File: src/rtl/pwm_mc_pkg.sv
package pwm_mc_pkg;

   // Global word offsets (software decodes these)
   localparam int unsigned OFS_RUN_SET = 'h004;
   localparam int unsigned OFS_RUN_CLR = 'h008;
   localparam int unsigned OFS_RUN_STS = 'h00C;

   // Channel banks
   localparam int unsigned BANK_BASE_SHIFT = 9;   // banks live in 0x200..0x3FF
   localparam int unsigned BANK_IDX_LSB    = 5;   // 0x20 stride
   localparam int unsigned BANK_IDX_W      = 4;

   // Field position of the polarity flag inside the mode word
   localparam int unsigned POL_BIT = 9;

   typedef enum logic [2:0] {
      BREG_NONE,
      BREG_MODE,
      BREG_DUTY,
      BREG_DUTY_NEXT,
      BREG_PER,
      BREG_PER_NEXT
   } bank_reg_e;

   function automatic bank_reg_e decode_bank_reg(input logic [4:0] ofs);
      case (ofs)
         5'h00:   return BREG_MODE;
         5'h04:   return BREG_DUTY;
         5'h08:   return BREG_DUTY_NEXT;
         5'h0C:   return BREG_PER;
         5'h10:   return BREG_PER_NEXT;
         default: return BREG_NONE;
      endcase
   endfunction

endpackage

File: src/rtl/pwm_mc_prescale.sv
module pwm_mc_prescale #(
   parameter int unsigned PRES_W   = 4,
   parameter int unsigned PRES_MAX = 10
) (
   input  logic              clk_i,
   input  logic              rst_ni,
   input  logic              run_i,
   input  logic [PRES_W-1:0] sel_i,
   output logic              tick_o
);

   localparam int unsigned DIV_W = (PRES_MAX > 0) ? PRES_MAX : 1;

   if (PRES_MAX == 0) begin : g_no_div
      logic sel_unused;
      assign sel_unused = ^{sel_i, clk_i, rst_ni};
      assign tick_o     = run_i;
   end else begin : g_div
      logic [DIV_W-1:0] div_q;
      logic [DIV_W:0]   one_hot;
      logic [DIV_W-1:0] limit;

      always_comb begin
         one_hot = (DIV_W+1)'(1) << sel_i;
         limit   = DIV_W'(one_hot - 1'b1);
      end

      assign tick_o = run_i && (div_q == limit);

      always_ff @(posedge clk_i) begin
         if (!rst_ni || !run_i) begin
            div_q <= '0;
         end else if (tick_o) begin
            div_q <= '0;
         end else begin
            div_q <= div_q + 1'b1;
         end
      end
   end

endmodule

File: src/rtl/pwm_mc_bufreg.sv
module pwm_mc_bufreg #(
   parameter int unsigned W = 16
) (
   input  logic         clk_i,
   input  logic         rst_ni,
   input  logic         run_i,
   input  logic         wrap_i,
   input  logic         wr_direct_i,
   input  logic         wr_next_i,
   input  logic [W-1:0] wdata_i,
   output logic [W-1:0] act_o,
   output logic [W-1:0] next_o
);

   logic pend_q;

   always_ff @(posedge clk_i) begin
      if (!rst_ni) begin
         act_o  <= '0;
         next_o <= '0;
         pend_q <= 1'b0;
      end else if (wr_direct_i && !run_i) begin
         act_o  <= wdata_i;
         next_o <= wdata_i;
         pend_q <= 1'b0;
      end else if (wr_next_i) begin
         next_o <= wdata_i;
         if (!run_i) begin
            act_o  <= wdata_i;
            pend_q <= 1'b0;
         end else begin
            pend_q <= 1'b1;
         end
      end else if (wrap_i && pend_q) begin
         act_o  <= next_o;
         pend_q <= 1'b0;
      end
   end

endmodule

File: src/rtl/pwm_mc_channel.sv
module pwm_mc_channel #(
   parameter int unsigned CNT_W    = 16,
   parameter int unsigned PRES_W   = 4,
   parameter int unsigned PRES_MAX = 10
) (
   input  logic              clk_i,
   input  logic              rst_ni,
   input  logic              run_i,
   input  logic [PRES_W-1:0] sel_i,
   input  logic              pol_i,
   input  logic [CNT_W-1:0]  wdata_i,
   input  logic              wr_duty_i,
   input  logic              wr_duty_next_i,
   input  logic              wr_per_i,
   input  logic              wr_per_next_i,
   output logic [CNT_W-1:0]  duty_o,
   output logic [CNT_W-1:0]  duty_next_o,
   output logic [CNT_W-1:0]  per_o,
   output logic [CNT_W-1:0]  per_next_o,
   output logic [CNT_W-1:0]  cnt_o,
   output logic              pwm_o
);

   logic tick;
   logic last;
   logic wrap;

   pwm_mc_prescale #(.PRES_W(PRES_W), .PRES_MAX(PRES_MAX)) u_pre (
      .clk_i  (clk_i),
      .rst_ni (rst_ni),
      .run_i  (run_i),
      .sel_i  (sel_i),
      .tick_o (tick)
   );

   // Wrap when the next count would reach the period (period 0 holds at 0)
   assign last = ({1'b0, cnt_o} + 1'b1) >= {1'b0, per_o};
   assign wrap = run_i && tick && last;

   always_ff @(posedge clk_i) begin
      if (!rst_ni || !run_i) begin
         cnt_o <= '0;
      end else if (tick) begin
         cnt_o <= last ? '0 : cnt_o + 1'b1;
      end
   end

   pwm_mc_bufreg #(.W(CNT_W)) u_duty (
      .clk_i       (clk_i),
      .rst_ni      (rst_ni),
      .run_i       (run_i),
      .wrap_i      (wrap),
      .wr_direct_i (wr_duty_i),
      .wr_next_i   (wr_duty_next_i),
      .wdata_i     (wdata_i),
      .act_o       (duty_o),
      .next_o      (duty_next_o)
   );

   pwm_mc_bufreg #(.W(CNT_W)) u_per (
      .clk_i       (clk_i),
      .rst_ni      (rst_ni),
      .run_i       (run_i),
      .wrap_i      (wrap),
      .wr_direct_i (wr_per_i),
      .wr_next_i   (wr_per_next_i),
      .wdata_i     (wdata_i),
      .act_o       (per_o),
      .next_o      (per_next_o)
   );

   assign pwm_o = run_i ? ((cnt_o < duty_o) ^ pol_i) : pol_i;

endmodule

File: src/rtl/pwm_multi_ctrl.sv
module pwm_multi_ctrl
   import pwm_mc_pkg::*;
#(
   parameter int unsigned NUM_CH   = 4,
   parameter int unsigned CNT_W    = 16,
   parameter int unsigned PRES_W   = 4,
   parameter int unsigned PRES_MAX = 10,
   parameter int unsigned ADDR_W   = 12,
   parameter int unsigned DATA_W   = 32
) (
   input  logic              clk_i,
   input  logic              rst_ni,
   input  logic [ADDR_W-1:0] addr_i,
   input  logic [DATA_W-1:0] wdata_i,
   input  logic              wr_i,
   input  logic              rd_i,
   output logic [DATA_W-1:0] rdata_o,
   output logic [NUM_CH-1:0] pwm_o
);

   localparam int unsigned CH_W = (NUM_CH > 1) ? $clog2(NUM_CH) : 1;

   if (NUM_CH < 1 || NUM_CH > 16) begin : g_bad_ch
      $error("NUM_CH must lie in 1..16");
   end
   if (CNT_W > DATA_W || NUM_CH > DATA_W || POL_BIT >= DATA_W) begin : g_bad_data
      $error("DATA_W too narrow for the fields");
   end
   if (PRES_MAX >= (1 << PRES_W) || PRES_W > POL_BIT) begin : g_bad_pres
      $error("PRES_W cannot hold PRES_MAX or overlaps the polarity bit");
   end
   if (ADDR_W < 10) begin : g_bad_addr
      $error("ADDR_W must be at least 10");
   end

   // Decode
   logic                  hit_set, hit_clr, hit_sts;
   logic                  bank_ok;
   logic [BANK_IDX_W-1:0] bank_idx;
   logic [CH_W-1:0]       ch_sel;
   bank_reg_e             breg;

   always_comb begin
      hit_set  = (addr_i == ADDR_W'(OFS_RUN_SET));
      hit_clr  = (addr_i == ADDR_W'(OFS_RUN_CLR));
      hit_sts  = (addr_i == ADDR_W'(OFS_RUN_STS));
      bank_idx = addr_i[BANK_IDX_LSB +: BANK_IDX_W];
      ch_sel   = bank_idx[CH_W-1:0];
      bank_ok  = (addr_i[ADDR_W-1:BANK_BASE_SHIFT] == (ADDR_W-BANK_BASE_SHIFT)'(1))
                 && (int'(bank_idx) < int'(NUM_CH));
      breg     = decode_bank_reg(addr_i[4:0]);
   end

   // Run bits
   logic [NUM_CH-1:0] run_q;

   always_ff @(posedge clk_i) begin
      if (!rst_ni) begin
         run_q <= '0;
      end else if (wr_i && hit_set) begin
         run_q <= run_q | wdata_i[NUM_CH-1:0];
      end else if (wr_i && hit_clr) begin
         run_q <= run_q & ~wdata_i[NUM_CH-1:0];
      end
   end

   // Mode write value with clamped select
   logic [PRES_W-1:0] sel_in, sel_wr;
   always_comb begin
      sel_in = wdata_i[PRES_W-1:0];
      sel_wr = (int'(sel_in) > int'(PRES_MAX)) ? PRES_W'(PRES_MAX) : sel_in;
   end

   logic [NUM_CH-1:0][PRES_W-1:0] sel_q;
   logic [NUM_CH-1:0]             pol_q;
   logic [NUM_CH-1:0][CNT_W-1:0]  duty_act, duty_nxt, per_act, per_nxt, cnt_val;

   for (genvar g = 0; g < NUM_CH; g++) begin : g_ch
      logic hit_ch;
      assign hit_ch = wr_i && bank_ok && (bank_idx == BANK_IDX_W'(g));

      always_ff @(posedge clk_i) begin
         if (!rst_ni) begin
            sel_q[g] <= '0;
            pol_q[g] <= 1'b0;
         end else if (hit_ch && breg == BREG_MODE) begin
            sel_q[g] <= sel_wr;
            pol_q[g] <= wdata_i[POL_BIT];
         end
      end

      pwm_mc_channel #(.CNT_W(CNT_W), .PRES_W(PRES_W), .PRES_MAX(PRES_MAX)) u_chan (
         .clk_i          (clk_i),
         .rst_ni         (rst_ni),
         .run_i          (run_q[g]),
         .sel_i          (sel_q[g]),
         .pol_i          (pol_q[g]),
         .wdata_i        (wdata_i[CNT_W-1:0]),
         .wr_duty_i      (hit_ch && breg == BREG_DUTY),
         .wr_duty_next_i (hit_ch && breg == BREG_DUTY_NEXT),
         .wr_per_i       (hit_ch && breg == BREG_PER),
         .wr_per_next_i  (hit_ch && breg == BREG_PER_NEXT),
         .duty_o         (duty_act[g]),
         .duty_next_o    (duty_nxt[g]),
         .per_o          (per_act[g]),
         .per_next_o     (per_nxt[g]),
         .cnt_o          (cnt_val[g]),
         .pwm_o          (pwm_o[g])
      );
   end

   // Read mux
   always_comb begin
      rdata_o = '0;
      if (rd_i) begin
         if (hit_sts) begin
            rdata_o[NUM_CH-1:0] = run_q;
         end else if (bank_ok) begin
            case (breg)
               BREG_MODE: begin
                  rdata_o[PRES_W-1:0] = sel_q[ch_sel];
                  rdata_o[POL_BIT]    = pol_q[ch_sel];
               end
               BREG_DUTY:      rdata_o[CNT_W-1:0] = duty_act[ch_sel];
               BREG_DUTY_NEXT: rdata_o[CNT_W-1:0] = duty_nxt[ch_sel];
               BREG_PER:       rdata_o[CNT_W-1:0] = per_act[ch_sel];
               BREG_PER_NEXT:  rdata_o[CNT_W-1:0] = per_nxt[ch_sel];
               default:        rdata_o = '0;
            endcase
         end
      end
   end

   logic wdata_unused;
   assign wdata_unused = ^wdata_i;

endmodule

File: config.mk
export PLATFORM = sky130hd
export DESIGN_NAME = pwm_multi_ctrl
export DESIGN_NICKNAME = d
export VERILOG_FILES = /design/src/rtl/pwm_mc_pkg.sv /design/src/rtl/pwm_mc_prescale.sv /design/src/rtl/pwm_mc_bufreg.sv /design/src/rtl/pwm_mc_channel.sv /design/src/rtl/pwm_multi_ctrl.sv
export SDC_FILE = /design/constraint.sdc
export NUM_CORES = 1
export LEC_CHECK = 0
export ABC_AREA = 1
export CORE_ASPECT_RATIO = 1.2
export CORE_MARGIN = 2
export CORE_UTILIZATION = 50
export CTS_CLUSTER_SIZE = 8
export DETAILED_ROUTE_END_ITERATION = 7
export GPL_ROUTABILITY_DRIVEN = 0
export PLACE_DENSITY = 0.67
export SLEW_MARGIN = 20
export SYNTH_ARGS = -nofsm -noshare
export SYNTH_HDL_FRONTEND = slang
export SYNTH_SLANG_ARGS = --single-unit
File: constraint.sdc
create_clock -name clk_i -period 4.68 [get_ports clk_i]
set_input_delay 0.936 -clock clk_i [delete_from_list [all_inputs] [get_ports clk_i]]
set_output_delay 0.936 -clock clk_i [all_outputs]
set_load 0.005 [all_outputs]
; ---- After elaboration in Yosys (flattened, before gate mapping)
; Index checks and enable logic that the tools add are counted.
[word_totals]
output_inout_bits = 36
regBits = 392
inputBits = 48
wordCells = 316
[classes]
muxes = 96
magnitude_cmp = 11
bitwise = 8
add_sub_neg = 16
n_shift = 4
n_reduce_logical = 112
eq_ne = 28
[ops]
columns = cell, count
row1 = 16-bit two-way mux, 53
row2 = 16-bit binary-select mux with 2-bit select, 4
row3 = "16-bit by 1-bit adder with 17-bit output, second input constant", 4
row4 = 17-bit by 16-bit greater-or-equal comparator with 1-bit output, 4
row5 = "16-bit by 1-bit adder with 16-bit output, second input constant", 4
row6 = 16-bit < comparator, 4
row7 = 1-bit logical AND, 56
row8 = "10-bit by 1-bit adder with 10-bit output, second input constant", 4
row9 = 10-bit equality test, 4
row10 = "1-bit by 4-bit << shifter with 10-bit output, first input constant", 4
row11 = "10-bit by 1-bit subtractor with 10-bit output, second input constant", 4
row12 = 2-bit nonzero test, 17
row13 = 32-bit two-way mux, 1
row14 = 28-bit two-way mux, 1
row15 = 1-bit two-way mux, 25
row16 = "12-bit by 4-bit equality test with 1-bit output, second input constant", 2
row17 = "3-bit by 2-bit != test with 1-bit output, second input constant", 8
row18 = 6-bit case mux with 4 select lines, 1
row19 = 3-bit nonzero test, 8
row20 = 2-bit OR reduction, 12
row21 = 4-bit two-way mux, 5
row22 = 4-bit case mux with 5 select lines, 1
row23 = 5-bit case mux with 4 select lines, 1
row24 = 2-bit AND reduction, 8
row25 = 25 further kinds, 40

; ---- Logic depth before layout (Yosys ltp)
[depth]
ltp_word = 10
mapped_depth = 25
depth_no_buf = 24

; ---- Modules after synthesis
; A second synthesis with hierarchy kept.
[unflattened]
hier_cells = 4203
hier_area_um2 = 26300.2
[modules_own_cells]
columns = module, seq_area_each_um2, n_inst, cells_per_inst, area_per_inst_um2
row1 = pwm_mc_bufreg, 660.6, 8, 210, 1420.1
row2 = pwm_mc_channel at g_ch[0].u_chan ..., 320.3, 3, 313, 2018.2
row3 = pwm_multi_ctrl, 480.5, 1, 756, 3724.8
row4 = pwm_mc_prescale, 200.2, 4, 130, 779.5
row5 = pwm_mc_channel at g_ch[2].u_chan, 320.3, 1, 308, 2042.0

; ---- Worst setup path before layout
; No wires, ideal clock.
[synth_path]
path_kind = input to output
start = input addr_i[1]
end = output rdata_o[11]
arrival_ps = 2320
slack_ps = 1424
required_time_ps = 3744
stages = 10
n_path_buf = 2
cell_sequence = or2_1 nor3_1 inv_1 nor2_2 buf_2 inv_1 nand4_1 nand4_1 clkbuf_1 a41oi_1
[synth_via]
elab_chain_len = 7
elab_cells_between_ends = 15
classes_between = eq/ne: 9 / mux: 5 / reduce/logical: 1
[synth_rtl]
columns = element, line
row1 = "start, declared", pwm_multi_ctrl.sv:13  ; input logic [ADDR_W-1:0] addr_i,
row2 = "5-bit equality test, or another cell as far along", pwm_mc_pkg.sv:26  ; case (ofs)
row3 = 3-bit case mux with 5 select lines, pwm_mc_pkg.sv:26
row4 = 3-bit equality test or 3-bit by 2-bit equality test with 1-bit output (tied branches), pwm_multi_ctrl.sv:119  ; case (breg)
row5 = 6-bit case mux with 4 select lines, pwm_multi_ctrl.sv:119
row6 = 16-bit two-way mux, pwm_multi_ctrl.sv:118  ; end else if (bank_ok) begin
row7 = 28-bit two-way mux (*), pwm_multi_ctrl.sv:116  ; if (hit_sts) begin
row8 = 32-bit two-way mux (*), pwm_multi_ctrl.sv:115  ; if (rd_i) begin
row9 = "end, declared", pwm_multi_ctrl.sv:17  ; output logic [DATA_W-1:0] rdata_o,
; Mark *: on every way between the ends. The rest lies on a longest branch, timed or not.

; ---- Final worst setup path
[layout_path]
start = input addr_i[5]
end = output rdata_o[5]
[layout_via]
elab_chain_len = 6
elab_cells_between_ends = 15
classes_between = order compare: 1 / eq/ne: 1 / mux: 12 / reduce/logical: 1
[layout_rtl]
columns = element, line
row1 = 16-bit binary-select mux with 2-bit select (on tied branches), -
row2 = 16-bit two-way mux (on tied branches), -
row3 = 5-bit case mux with 4 select lines, pwm_multi_ctrl.sv:119
row4 = 16-bit two-way mux, pwm_multi_ctrl.sv:118
row5 = 28-bit two-way mux (*), pwm_multi_ctrl.sv:116
row6 = 32-bit two-way mux (*), pwm_multi_ctrl.sv:115
; Mark *: on every way between the ends. The rest lies on a longest branch, timed or not. The select of a mux whose other input is x is not followed.

==> impl_metrics.csv <==
group,metric,value,unit
clock_tree,numCtsBuffers,54,
hold_path,hold_path_class,"reg2reg",
clock_tree,cts_buffer_depth,3,
worst_setup_path,startpoint,"addr_i[5]",
clock_tree,hold_buffers,0,
pwr,p_sw,1620,uW
pwr,p_leak,0.0100,uW
clock_tree,cts_root_buf,"clkbuf_16",
clock_tree,post_cts_resize_count,0,
global_route,grt_usage,31.3,%
worst_setup_path,path_cells,"clkdlybuf4s50_1, inv_1, nand2_1, buf_4, o22ai_1, nor3_1, a2111oi_0, buf_4, nor2_1, clkdlybuf4s50_1",
sta,slew_headroom,27.9,%
global_route,grt_pass1_wl,116,mm
yosys,ys_types,53,
floorplan,die_h,238,um
worst_setup_path,cp_max_fo,23,
yosys,async_flop_share,0,%
worst_setup_path,max_stage_delay,0.56,ns
clock_tree,cts_max_level,2,
yosys,synth_seq_area_share,34.5,%
clock_tree,clk_latency,0.60,ns
layout,fin_cells,3883,
worst_setup_path,worstPathRequired,3.74,ns
global_route,grt-ovfl-total,0,
global_route,antenna_found_initial,1,
routing,dr.pass1.iters,6,
sta,min_period_over_period,98.6,%
yosys,yosys_warnings,0,
pwr,clkPwrFrac,49.0,%
sta,drv_slew,0,
global_route,grt_max_degree,87,
sta,tightest_slew,1.08,ns
worst_setup_path,critPathArrivalTime,3.68,ns
placement,io_buffers,51,
floorplan,rows,85,
worst_setup_path,endpoint_kind,"output port",
routing,detail-route-antenna-nets,0,
sta,hold_slack,0.474,ns
worst_setup_path,crit_end,"rdata_o[5]",
sta,fmax,0.217,GHz
pwr,p_per_area,283,nW/um2
layout,multi_input_area,12700,um2
worst_setup_path,critPathKind,"in2out",
floorplan,io_pins,84,
routing,drc,0,
pwr,swShare,22.8,%
yosys,ys.flop_type,"dfxtp_1",
layout,fillers,4354,
yosys,ys_seq_elements,392,
worst_setup_path,r2r_cells,23,
placement,hpwl,54.1,mm
pwr,combPwrFrac,3.7,%
clock_tree,clkTransAtPathRegs,0.05,ns
worst_setup_path,crit_slowest_cell,"clkdlybuf4s50_1",
yosys,synth_area,22700,um2
sta,skew,0.0129,ns
routing,viasPerCell,5.78,
sta,finalSetupTns,0,ns
clock_tree,cts_setup_buffers,0,
sta,fin_crit,4.61,ns
global_route,grt_pass1_vias,21259,
sta,hold_viol_final,0,
floorplan,core-area,44900,um2
yosys,syn_inst,3282,
layout,area_growth,10.0,%
pwr,ir_drop,0.256,mV
pwr,seqPwrFrac,47.3,%
run_status,status,"finished, final reports clean",
clock_tree,cts_tree,"built",
floorplan,die_w,199,um
pwr,p_int,5450,uW
layout,antenna_cells,0,
worst_setup_path,timing.rr.start,"g_ch[1].u_chan.cnt_o[0]",
routing,wl_per_cell,18.9,um
placement,dp.cells,3827,
worst_setup_path,cp-start-kind,"primary input",
sta,rsz0062_at_grt,"false",
yosys,synth_edf_count,0,
floorplan,start_util,50.6,%
layout,regArea,7850,um2
floorplan,dieArea,47200,um2
layout,layout-drive-gt1-share,4.89,%
layout,fin_nets,3458,
layout,final_core_util,55.7,%
pwr,p_total,7070,uW
worst_setup_path,r2r_setup_slack,0.38,ns
flow_run,max_cap_viol_count,0,
routing,dr_total_vias,22448,
worst_setup_path,timing.rr.end,"g_ch[1].u_chan.u_per.act_o[12]",
routing,wl,73.3,mm
routing,drt_iter0_markers,2057,
yosys,syn_avg_cell_area,6.93,um2
clock_tree,cts_sinks,392,
hold_path,whs_path_depth,1,
sta,setup_viol,0,
kinds of logic (layout without fill, tap and decap cells):
kind of cell    Yosys count  count (layout)  synth area share (%)
fa+ha+maj               136             136                  7.49
compound gates          691             691                  17.2
buf+inv                 543             520                  9.92
simple gates           1424            1424                  27.1
flops                   392             392                  34.5
xor+xnor                 95              95                  3.73
other cells               1              16                0.0165
cells in the final DEF (no fill, tap or decap), types with 3 or more instances in the layout:
cell and instances:
o211ai_1 9, nor2_2 11, o21bai_1 3, xnor2_1 15
o31ai_1 10, dfxtp_1 392, nor3b_2 3, a2111oi_0 8
nand3_2 6, a22o_1 3, o21ai_0 203, nand2_1 573
nand4_1 55, nor3_1 43, nor2_1 413, conb_1 16
a21oi_1 268, o21ai_1 28, inv_2 6, nor4_1 9
ha_1 136, clkinv_1 7, clkdlybuf4s50_1 50, o22ai_1 52
buf_12 7, nand2_2 9, a22oi_1 86, o221ai_1 8
nand3b_1 15, xor2_1 78, clkbuf_16 55, nor3b_1 5
buf_4 38, or2_2 9, inv_1 355, a211oi_1 5
nand3_1 259, nor2_4 6
power groups by stage:
stage / Clock (uW) / Sequential (uW) / Combinational [uW]
2_1_floorplan: 0 / 3410 / 149
3_3_place_gp: 0 / 3410 / 252
3_5_place_dp: 0 / 3410 / 255
4_1_cts: 3500 / 3340 / 255
5_1_grt: 3630 / 3340 / 277
6_report: 3460 / 3340 / 261
flip-flops by register name, indices dropped and copies added, names as in the netlist, named ones only:
signal / count
g_ch.u_chan.u_duty.next_o: 64
sel_q: 16
g_ch.u_chan.cnt_o: 64
g_ch.u_chan.u_per.next_o: 64
g_ch.u_chan.u_per.act_o: 64
g_ch.u_chan.u_per.pend_q: 4
g_ch.u_chan.u_duty.pend_q: 4
g_ch.u_chan.u_duty.act_o: 64
pol_q: 4
g_ch.u_chan.u_pre.g_div.div_q: 40
synthesized netlist by cell type, types with 3 or more instances:
| cell | instances | area (um2) |
|---|---|---|
| ha_1 | 136 | 1700 |
| clkinv_1 | 6 | 22.5 |
| a22oi_1 | 86 | 646 |
| nand3_1 | 259 | 1300 |
| a211oi_1 | 5 | 37.5 |
| o31ai_1 | 10 | 75.1 |
| or2_2 | 9 | 56.3 |
| o21ai_1 | 28 | 140 |
| nand2_2 | 9 | 56.3 |
| buf_1 | 15 | 56.3 |
| nand3b_1 | 15 | 113 |
| a2111oi_0 | 8 | 70.1 |
| xor2_1 | 78 | 683 |
| nor2_4 | 4 | 45.0 |
| nor2_1 | 415 | 1560 |
| nor4_1 | 9 | 56.3 |
| o211ai_1 | 9 | 67.6 |
| o22ai_1 | 52 | 325 |
| inv_1 | 356 | 1340 |
| nand3_2 | 6 | 60.1 |
| inv_2 | 7 | 26.3 |
| dfxtp_1 | 392 | 7850 |
| nor2_2 | 11 | 68.8 |
| nor3b_2 | 3 | 37.5 |
| o221ai_1 | 8 | 70.1 |
| o21ai_0 | 203 | 1020 |
| o21bai_1 | 3 | 22.5 |
| buf_6 | 5 | 56.3 |
| clkbuf_1 | 77 | 289 |
| xnor2_1 | 15 | 131 |
| nor3b_1 | 5 | 37.5 |
| a21oi_1 | 268 | 1340 |
| nand2_1 | 573 | 2150 |
| nand4_1 | 55 | 344 |
| nor3_1 | 43 | 215 |
| buf_4 | 33 | 248 |
| a22o_1 | 3 | 26.3 |
| buf_2 | 44 | 220 |
metrics by stage:
step	area (um2)	worst slack, ns
after floorplan	22800	1.42
after global placement	23600	0.155
after detailed placement	23600	0.137
after CTS	25000	0.135
after global routing	25000	0.00953
final	25000	0.0662
cell type report:
type / instances / area share (%)
Clock buffer: 55 / 5.50
Sequential cell: 392 / 31.4
Timing Repair Buffer: 95 / 3.70
Multi-Input combinational cell: 2362 / 50.8
Tap cell: 609 / 3.05
Inverter: 369 / 5.55
Clock inverter: 1 / 0.0350
metal layers:
layer / GRT usage (%) / wire length [um] / share of wire, %
met1: 39.5 / 29400 / 40
met2: 51.4 / 34100 / 46
met3: 5.35 / 5840 / 8.0
met4: 15.3 / 4050 / 5.5
met5: 0 / 8 / 0.011
critical path, delay by kind of cell:
kind / cells / cell delay (ns)
buf+inv: 5 / 1.70
simple gates: 3 / 0.74
compound gates: 2 / 0.29
worst min path at each step:
stage / startpoint / to / slack, ns
after floorplan: g_ch[3].u_chan.u_pre.g_div.div_q[0] / g_ch[3].u_chan.u_pre.g_div.div_q[0] / 0.44
final: g_ch[3].u_chan.u_pre.g_div.div_q[0] / g_ch[3].u_chan.u_pre.g_div.div_q[0] / 0.47
after global placement: g_ch[3].u_chan.u_per.act_o[11] / g_ch[3].u_chan.u_per.act_o[11] / 0.46
after detailed placement: g_ch[3].u_chan.u_pre.g_div.div_q[0] / g_ch[3].u_chan.u_pre.g_div.div_q[0] / 0.47
after CTS: g_ch[1].u_chan.u_pre.g_div.div_q[8] / g_ch[1].u_chan.u_pre.g_div.div_q[8] / 0.48
after global routing: g_ch[3].u_chan.u_pre.g_div.div_q[0] / g_ch[3].u_chan.u_pre.g_div.div_q[0] / 0.50
Power figures use the tool's default switching activity.
